[src/rtl/mesi_snoop_pkg.sv]
package mesi_snoop_pkg;

  typedef enum logic [1:0] {
    LINE_I = 2'd0,
    LINE_S = 2'd1,
    LINE_E = 2'd2,
    LINE_M = 2'd3
  } lineState_t;

  // strobes from control to the array
  typedef struct packed {
    logic       snpWr;
    logic       fillWr;
    lineState_t newState;
  } arrayStrobe_t;

endpackage

[src/rtl/mesi_array.sv]
module mesi_array
  import mesi_snoop_pkg::*;
#(
  parameter int AW    = 16,
  parameter int LINES = 16,
  parameter int OFFW  = 5
) (
  input  logic          clk,
  input  logic          rst,
  input  logic [AW-1:0] snpAddr,
  input  logic [AW-1:0] cpuAddr,
  input  logic [AW-1:0] fillAddr,
  input  arrayStrobe_t  strobe,
  output lineState_t    snpState,
  output logic          cpuHit
);
  localparam int IDXW = $clog2(LINES);
  localparam int TAGW = AW - OFFW - IDXW;

  logic [TAGW-1:0] tagArr   [LINES];
  lineState_t      stateArr [LINES];

  logic [IDXW-1:0] snpIdx, cpuIdx, fillIdx;
  logic [TAGW-1:0] snpTag, cpuTag, fillTag;
  logic [LINES-1:0] snpSel, fillSel;

  assign snpIdx  = snpAddr[OFFW +: IDXW];
  assign cpuIdx  = cpuAddr[OFFW +: IDXW];
  assign fillIdx = fillAddr[OFFW +: IDXW];
  assign snpTag  = snpAddr[AW-1 -: TAGW];
  assign cpuTag  = cpuAddr[AW-1 -: TAGW];
  assign fillTag = fillAddr[AW-1 -: TAGW];

  for (genvar i = 0; i < LINES; i++) begin : genSel
    assign snpSel[i]  = strobe.snpWr  && (snpIdx  == IDXW'(i));
    assign fillSel[i] = strobe.fillWr && (fillIdx == IDXW'(i));
  end

  always_ff @(posedge clk) begin
    for (int i = 0; i < LINES; i++) begin
      if (rst) begin
        stateArr[i] <= LINE_I;
        tagArr[i]   <= '0;
      end else if (snpSel[i]) begin
        stateArr[i] <= strobe.newState;
      end else if (fillSel[i]) begin
        stateArr[i] <= strobe.newState;
        tagArr[i]   <= fillTag;
      end
    end
  end

  always_comb begin
    snpState = LINE_I;
    if (stateArr[snpIdx] != LINE_I && tagArr[snpIdx] == snpTag)
      snpState = stateArr[snpIdx];
    cpuHit = (stateArr[cpuIdx] != LINE_I) && (tagArr[cpuIdx] == cpuTag);
  end

endmodule

[src/rtl/mesi_ctrl.sv]
module mesi_ctrl
  import mesi_snoop_pkg::*;
(
  input  logic         clk,
  input  logic         rst,
  input  logic         snpValid,
  input  logic         snpInv,
  input  logic         snpNonCacheRd,
  input  lineState_t   snpState,
  input  logic         cpuWrValid,
  input  logic         cpuHit,
  input  logic         cpuCacheEnN,
  input  logic         cpuPageNoCache,
  input  logic         cpuPageWrThru,
  input  logic         cpuLocked,
  input  logic         cpuMemSpace,
  input  logic         fillValid,
  input  logic [1:0]   fillState,
  output arrayStrobe_t strobe,
  output logic         cpuStall,
  output logic         snpHit,
  output logic         snpHitMod,
  output logic [1:0]   snpFoundState,
  output logic         backInval,
  output logic         allocReq
);
  logic       snpIsHit;
  lineState_t snpNext;
  logic       allocNext;

  always_comb begin
    snpIsHit = snpValid && (snpState != LINE_I);
    if (snpInv)                 snpNext = LINE_I;
    else if (snpState == LINE_S) snpNext = LINE_S;
    else if (snpNonCacheRd)     snpNext = LINE_E;
    else                        snpNext = LINE_S;

    strobe.snpWr    = snpIsHit;
    strobe.fillWr   = fillValid && !snpValid;
    strobe.newState = snpIsHit ? snpNext : lineState_t'(fillState);

    cpuStall  = cpuWrValid && snpValid;
    allocNext = cpuWrValid && !snpValid && !cpuHit && cpuMemSpace &&
                !cpuLocked && !cpuPageNoCache && !cpuPageWrThru && !cpuCacheEnN;
  end

  always_ff @(posedge clk) begin
    if (rst) begin
      snpHit        <= 1'b0;
      snpHitMod     <= 1'b0;
      snpFoundState <= 2'd0;
      backInval     <= 1'b0;
      allocReq      <= 1'b0;
    end else begin
      snpHit        <= snpIsHit;
      snpHitMod     <= snpIsHit && (snpState == LINE_M);
      snpFoundState <= snpValid ? snpState : LINE_I;
      backInval     <= snpIsHit && snpInv;
      allocReq      <= allocNext;
    end
  end

endmodule

[src/rtl/mesi_snoop_unit.sv]
module mesi_snoop_unit
  import mesi_snoop_pkg::*;
#(
  parameter int AW    = 16,
  parameter int LINES = 16,
  parameter int OFFW  = 5
) (
  input  logic          clk,
  input  logic          rst,
  input  logic          snpValid,
  input  logic [AW-1:0] snpAddr,
  input  logic          snpInv,
  input  logic          snpNonCacheRd,
  input  logic          cpuWrValid,
  input  logic [AW-1:0] cpuWrAddr,
  input  logic          cpuCacheEnN,
  input  logic          cpuPageNoCache,
  input  logic          cpuPageWrThru,
  input  logic          cpuLocked,
  input  logic          cpuMemSpace,
  input  logic          fillValid,
  input  logic [AW-1:0] fillAddr,
  input  logic [1:0]    fillState,
  output logic          snpHit,
  output logic          snpHitMod,
  output logic [1:0]    snpFoundState,
  output logic          backInval,
  output logic          cpuStall,
  output logic          allocReq
);
  arrayStrobe_t strobe;
  lineState_t   snpState;
  logic         cpuHit;

  mesi_array #(.AW(AW), .LINES(LINES), .OFFW(OFFW)) u_array (
    .clk      (clk),
    .rst      (rst),
    .snpAddr  (snpAddr),
    .cpuAddr  (cpuWrAddr),
    .fillAddr (fillAddr),
    .strobe   (strobe),
    .snpState (snpState),
    .cpuHit   (cpuHit)
  );

  mesi_ctrl u_ctrl (
    .clk            (clk),
    .rst            (rst),
    .snpValid       (snpValid),
    .snpInv         (snpInv),
    .snpNonCacheRd  (snpNonCacheRd),
    .snpState       (snpState),
    .cpuWrValid     (cpuWrValid),
    .cpuHit         (cpuHit),
    .cpuCacheEnN    (cpuCacheEnN),
    .cpuPageNoCache (cpuPageNoCache),
    .cpuPageWrThru  (cpuPageWrThru),
    .cpuLocked      (cpuLocked),
    .cpuMemSpace    (cpuMemSpace),
    .fillValid      (fillValid),
    .fillState      (fillState),
    .strobe         (strobe),
    .cpuStall       (cpuStall),
    .snpHit         (snpHit),
    .snpHitMod      (snpHitMod),
    .snpFoundState  (snpFoundState),
    .backInval      (backInval),
    .allocReq       (allocReq)
  );

endmodule

[config.mk]
export PLATFORM = sky130hd
export DESIGN_NAME = mesi_snoop_unit
export DESIGN_NICKNAME = d
export VERILOG_FILES = /design/src/rtl/mesi_snoop_pkg.sv /design/src/rtl/mesi_array.sv /design/src/rtl/mesi_ctrl.sv /design/src/rtl/mesi_snoop_unit.sv
export SDC_FILE = /design/constraint.sdc
export NUM_CORES = 1
export LEC_CHECK = 0
export BUFFER_PORTS_ARGS = -buffer_cell sky130_fd_sc_hd__buf_2
export CORE_MARGIN = 5
export CORE_UTILIZATION = 34
export CTS_BUF_LIST = sky130_fd_sc_hd__clkbuf_2 sky130_fd_sc_hd__clkbuf_4 sky130_fd_sc_hd__clkbuf_8
export CTS_CLUSTER_SIZE = 28
export DETAILED_ROUTE_END_ITERATION = 6
export PLACE_DENSITY = 0.52
export SYNTH_ARGS = -nofsm -noshare
export SYNTH_HDL_FRONTEND = slang
export SYNTH_SLANG_ARGS = --single-unit
[constraint.sdc]
create_clock -name clk -period 3.7 [get_ports clk]
set_clock_uncertainty 0.1 [all_clocks]
set_input_delay 0.555 -clock clk [delete_from_list [all_inputs] [get_ports clk]]
set_output_delay 0.555 -clock clk [all_outputs]
set_load 0.005 [all_outputs]
==> impl_summary.log <==
INFO  metric grt_antenna_before_repair = 1
INFO  metric detail_route.drc_violations = 0
INFO  metric p_leak = about 0.0037 uW
INFO  metric worst_setup_hold_path_clk_slew = 0.09 ns
INFO  metric slew_headroom = 0.358
INFO  metric synth_fp_nets = 742
INFO  metric drt_wl_total = approximately 27000 um
INFO  metric post_route_cells_drive_above_1_share = 0.290
INFO  metric initial_utilization = 0.346
INFO  metric final_global_route_overflow_total = 0
INFO  metric status = finished clean
INFO  metric mostFrequentLayoutCell = edfxtp_1
INFO  metric cap_violations = 0
INFO  metric fp.dieH = approximately 170 um
INFO  metric report.power.total = 3860 uW
INFO  metric post_route_standard_cell_area_excluding_fillers = 10200 um2
INFO  metric drv_slew = 0
INFO  metric most-common-layout-cells = edfxtp_1, and2_1, buf_4
INFO  metric final_period_minus_worst_setup_slack = 3.54 ns
INFO  metric critical_path_required = about 3.8 ns
INFO  metric drt_iter0_markers = 693
INFO  metric synth_flop_cell = edfxtp_1
INFO  metric htree_num_levels = 4
INFO  metric global_route_wire_length_before_repair = 39900 um
INFO  metric power-per-cell-area = 380 nW/um2
INFO  metric clock_sinks = 150
INFO  metric finalSetupViolCount = 0
INFO  metric postCtsHoldBufs = 0
INFO  metric dieWidth = 170 um
INFO  metric hold_viol = 0
INFO  metric grt_use_met2 = 0.308
INFO  metric synth_area_leader_cell = edfxtp_1
INFO  metric layout_worst_path_cycle_share = 0.958
INFO  metric yosys_warnings = 0
INFO  metric setup_ws_pre_cts = -0.305 ns
INFO  metric cts-buffers-inserted = 17
INFO  metric drt_first_pass_iters = 7
INFO  metric num_vias = 6260
INFO  metric global_route.usage.met1 = 0.255
INFO  metric postCtsSetupRepairBufs = 0
INFO  metric antenna_cells = 0
INFO  metric first_global_vias = between 6000 and 7000
INFO  metric placed_standard_cell_area = between 9000 and 10000 um2
INFO  metric clk_lat_worst_skew = approximately 0.47 ns
INFO  metric timing.setup.critical_path_class = input port to flip-flop
INFO  metric cts_root_buffer = clkbuf_8
INFO  metric grt-busiest-layer = met2
INFO  metric die_area = between 20000 and 30000 um2
INFO  metric io_buffer_count = 53
INFO  metric seq_area_frac_synth = 0.509
INFO  metric route.antenna.remaining_nets = 0
INFO  metric hold_path.class = input port to flip-flop
INFO  metric netlist.area_leader.share = 0.496
INFO  metric core_area = roughly 25000 um2
INFO  metric post_synth_instance_area = 8730 um2
INFO  metric tritoncts = yes
INFO  metric post-dp-hpwl = just over 20000 um
INFO  metric start_kind = input port
INFO  metric max_freq = approximately 280 MHz
INFO  metric critical_path_arrival = roughly 3.6 ns
INFO  metric endpoint_kind = flip-flop
INFO  metric ctsLongestPathBuffers = 2
INFO  metric avgRoutedWirePerCell = ~24 um
INFO  metric synth.area.top_cells = edfxtp_1, mux4_2, and2_1
INFO  metric setup_repair_after_global_routing_missed_its_margin = no
INFO  metric synthArstFlopShare = 0
INFO  metric core.rowCount = between 50 and 60
INFO  metric pin_count_of_the_biggest_net_entering_global_routing = 32
INFO  metric postLayoutSetupSlackWorst = 0.156 ns
INFO  metric final_weighted_congestion_in_routability_driven_placement = 0.910
INFO  metric met3_usage = 0.0348
INFO  metric num-nets-final = about 850
INFO  metric actual_slew_at_the_worst_max_slew_pin = a little under 1 ns
INFO  metric layout-area-overhead-vs-synth = 16.4%
INFO  metric cts_resized = 0
INFO  metric synth.ff_latch_count = 150
INFO  metric power.ir.vdd_worst = 195 uV
INFO  metric cp_max_fo = 12
INFO  metric vias_per_cell = about 5.6
INFO  metric gr-usage-all-layers = 0.191
INFO  metric syn_area_per_cell = 12.8 um2
INFO  metric floorplan.io_pins = slightly below 70
INFO  metric post_synth_inst_count = 680
INFO  metric number_of_flops_mapped_to_enable_cells_by_yosys = 144
INFO  metric synth.lib_cells_used.distinct = 55
-- synth_stat cells (6+ instances only) --
library cell and number:
a22oi_1 12, mux4_2 58, xnor2_1 7, and3_1 11, nor2_1 38, nand2b_1 7
a31oi_1 6, a21oi_1 21, nor3_1 19, buf_2 8, dfxtp_1 6, clkbuf_1 21
buf_1 6, nand4_1 10, and2_1 109, nor2b_1 24, buf_6 6, o21bai_1 12
edfxtp_1 144, nand2_1 40, nand3_1 8, xor2_1 13, mux2i_1 35
-- final timing paths --
kind	slack [ns]	cells past startpoint	to	start
worst max-delay path	0.16	12	u_array.stateArr[12][1]	snpAddr[8]
worst min-delay path	0.25	2	u_ctrl.backInval	snpInv
worst max register to register	0.22	9	u_array.stateArr[12][1]	u_array.tagArr[5][4]
worst min register to register	1.02	5	u_ctrl.snpFoundState[0]	u_array.stateArr[11][0]
-- routing by layer --
metal  routed length (um)  share of wire
met1                11600           0.42
met4                 1160          0.042
met3                 1740          0.063
met5                   12        0.00044
met2                13000           0.47
-- report_power, final --
group | internal, uW | total, uW | switching, uW
logic | 283 | 624 | 341
clock network | 544 | 1250 | 706
registers | 1940 | 1990 | 46.5
total | 2770 | 3860 | 1090
-- through the flow --
stage                     setup TNS [ns]  utilization  hold slack (ns)  instances
after floorplan                        0            -            0.577        680
after global placement             -6.08        0.387            0.702       1095
after detailed placement           -7.71        0.387            0.716       1095
after CTS                              0        0.402            0.222       1127
after global routing                   0        0.402            0.241       1127
final                                  0        0.402            0.245       1127
-- flip-flops by register name (all words and copies together), names as in the netlist --
| name | flops |
|---|---|
| u_ctrl.snpFoundState | 2 |
| u_ctrl.allocReq | 1 |
| u_ctrl.snpHitMod | 1 |
| u_array.stateArr | 32 |
| u_ctrl.snpHit | 1 |
| u_ctrl.backInval | 1 |
| u_array.tagArr | 112 |
-- area by class of cell --
cell class | count | area, um2
Clock buffer | 17 | 234
Sequential cell | 150 | 4440
Multi-Input combinational cell | 480 | 4010
Clock inverter | 15 | 140
Timing Repair Buffer | 130 | 893
Inverter | 5 | 18.8
Tap cell | 330 | 413
Fill cell | 2415 | 15100
-- critical path, cell delays in order --
cell      delay, ns
buf_2          0.31
buf_4          0.28
buf_4          0.21
nor2b_1        0.26
nand2_1        0.10
and3_1         0.17
nand2_1        0.12
o211ai_1       0.14
or4b_1         0.67
or2_1          0.30
o311ai_1       0.31
buf_4          0.19
-- logic make-up after synthesis --
family / after synthesis / synth area share
muxes: 97 / 0.198
AOI/OAI and AO/OA: 80 / 0.0637
buffers and inverters: 50 / 0.0307
and+or+nand+nor: 283 / 0.179
xor gates and xnor gates: 20 / 0.0201
DFF: 150 / 0.509
Power figures use the tool's default switching activity.
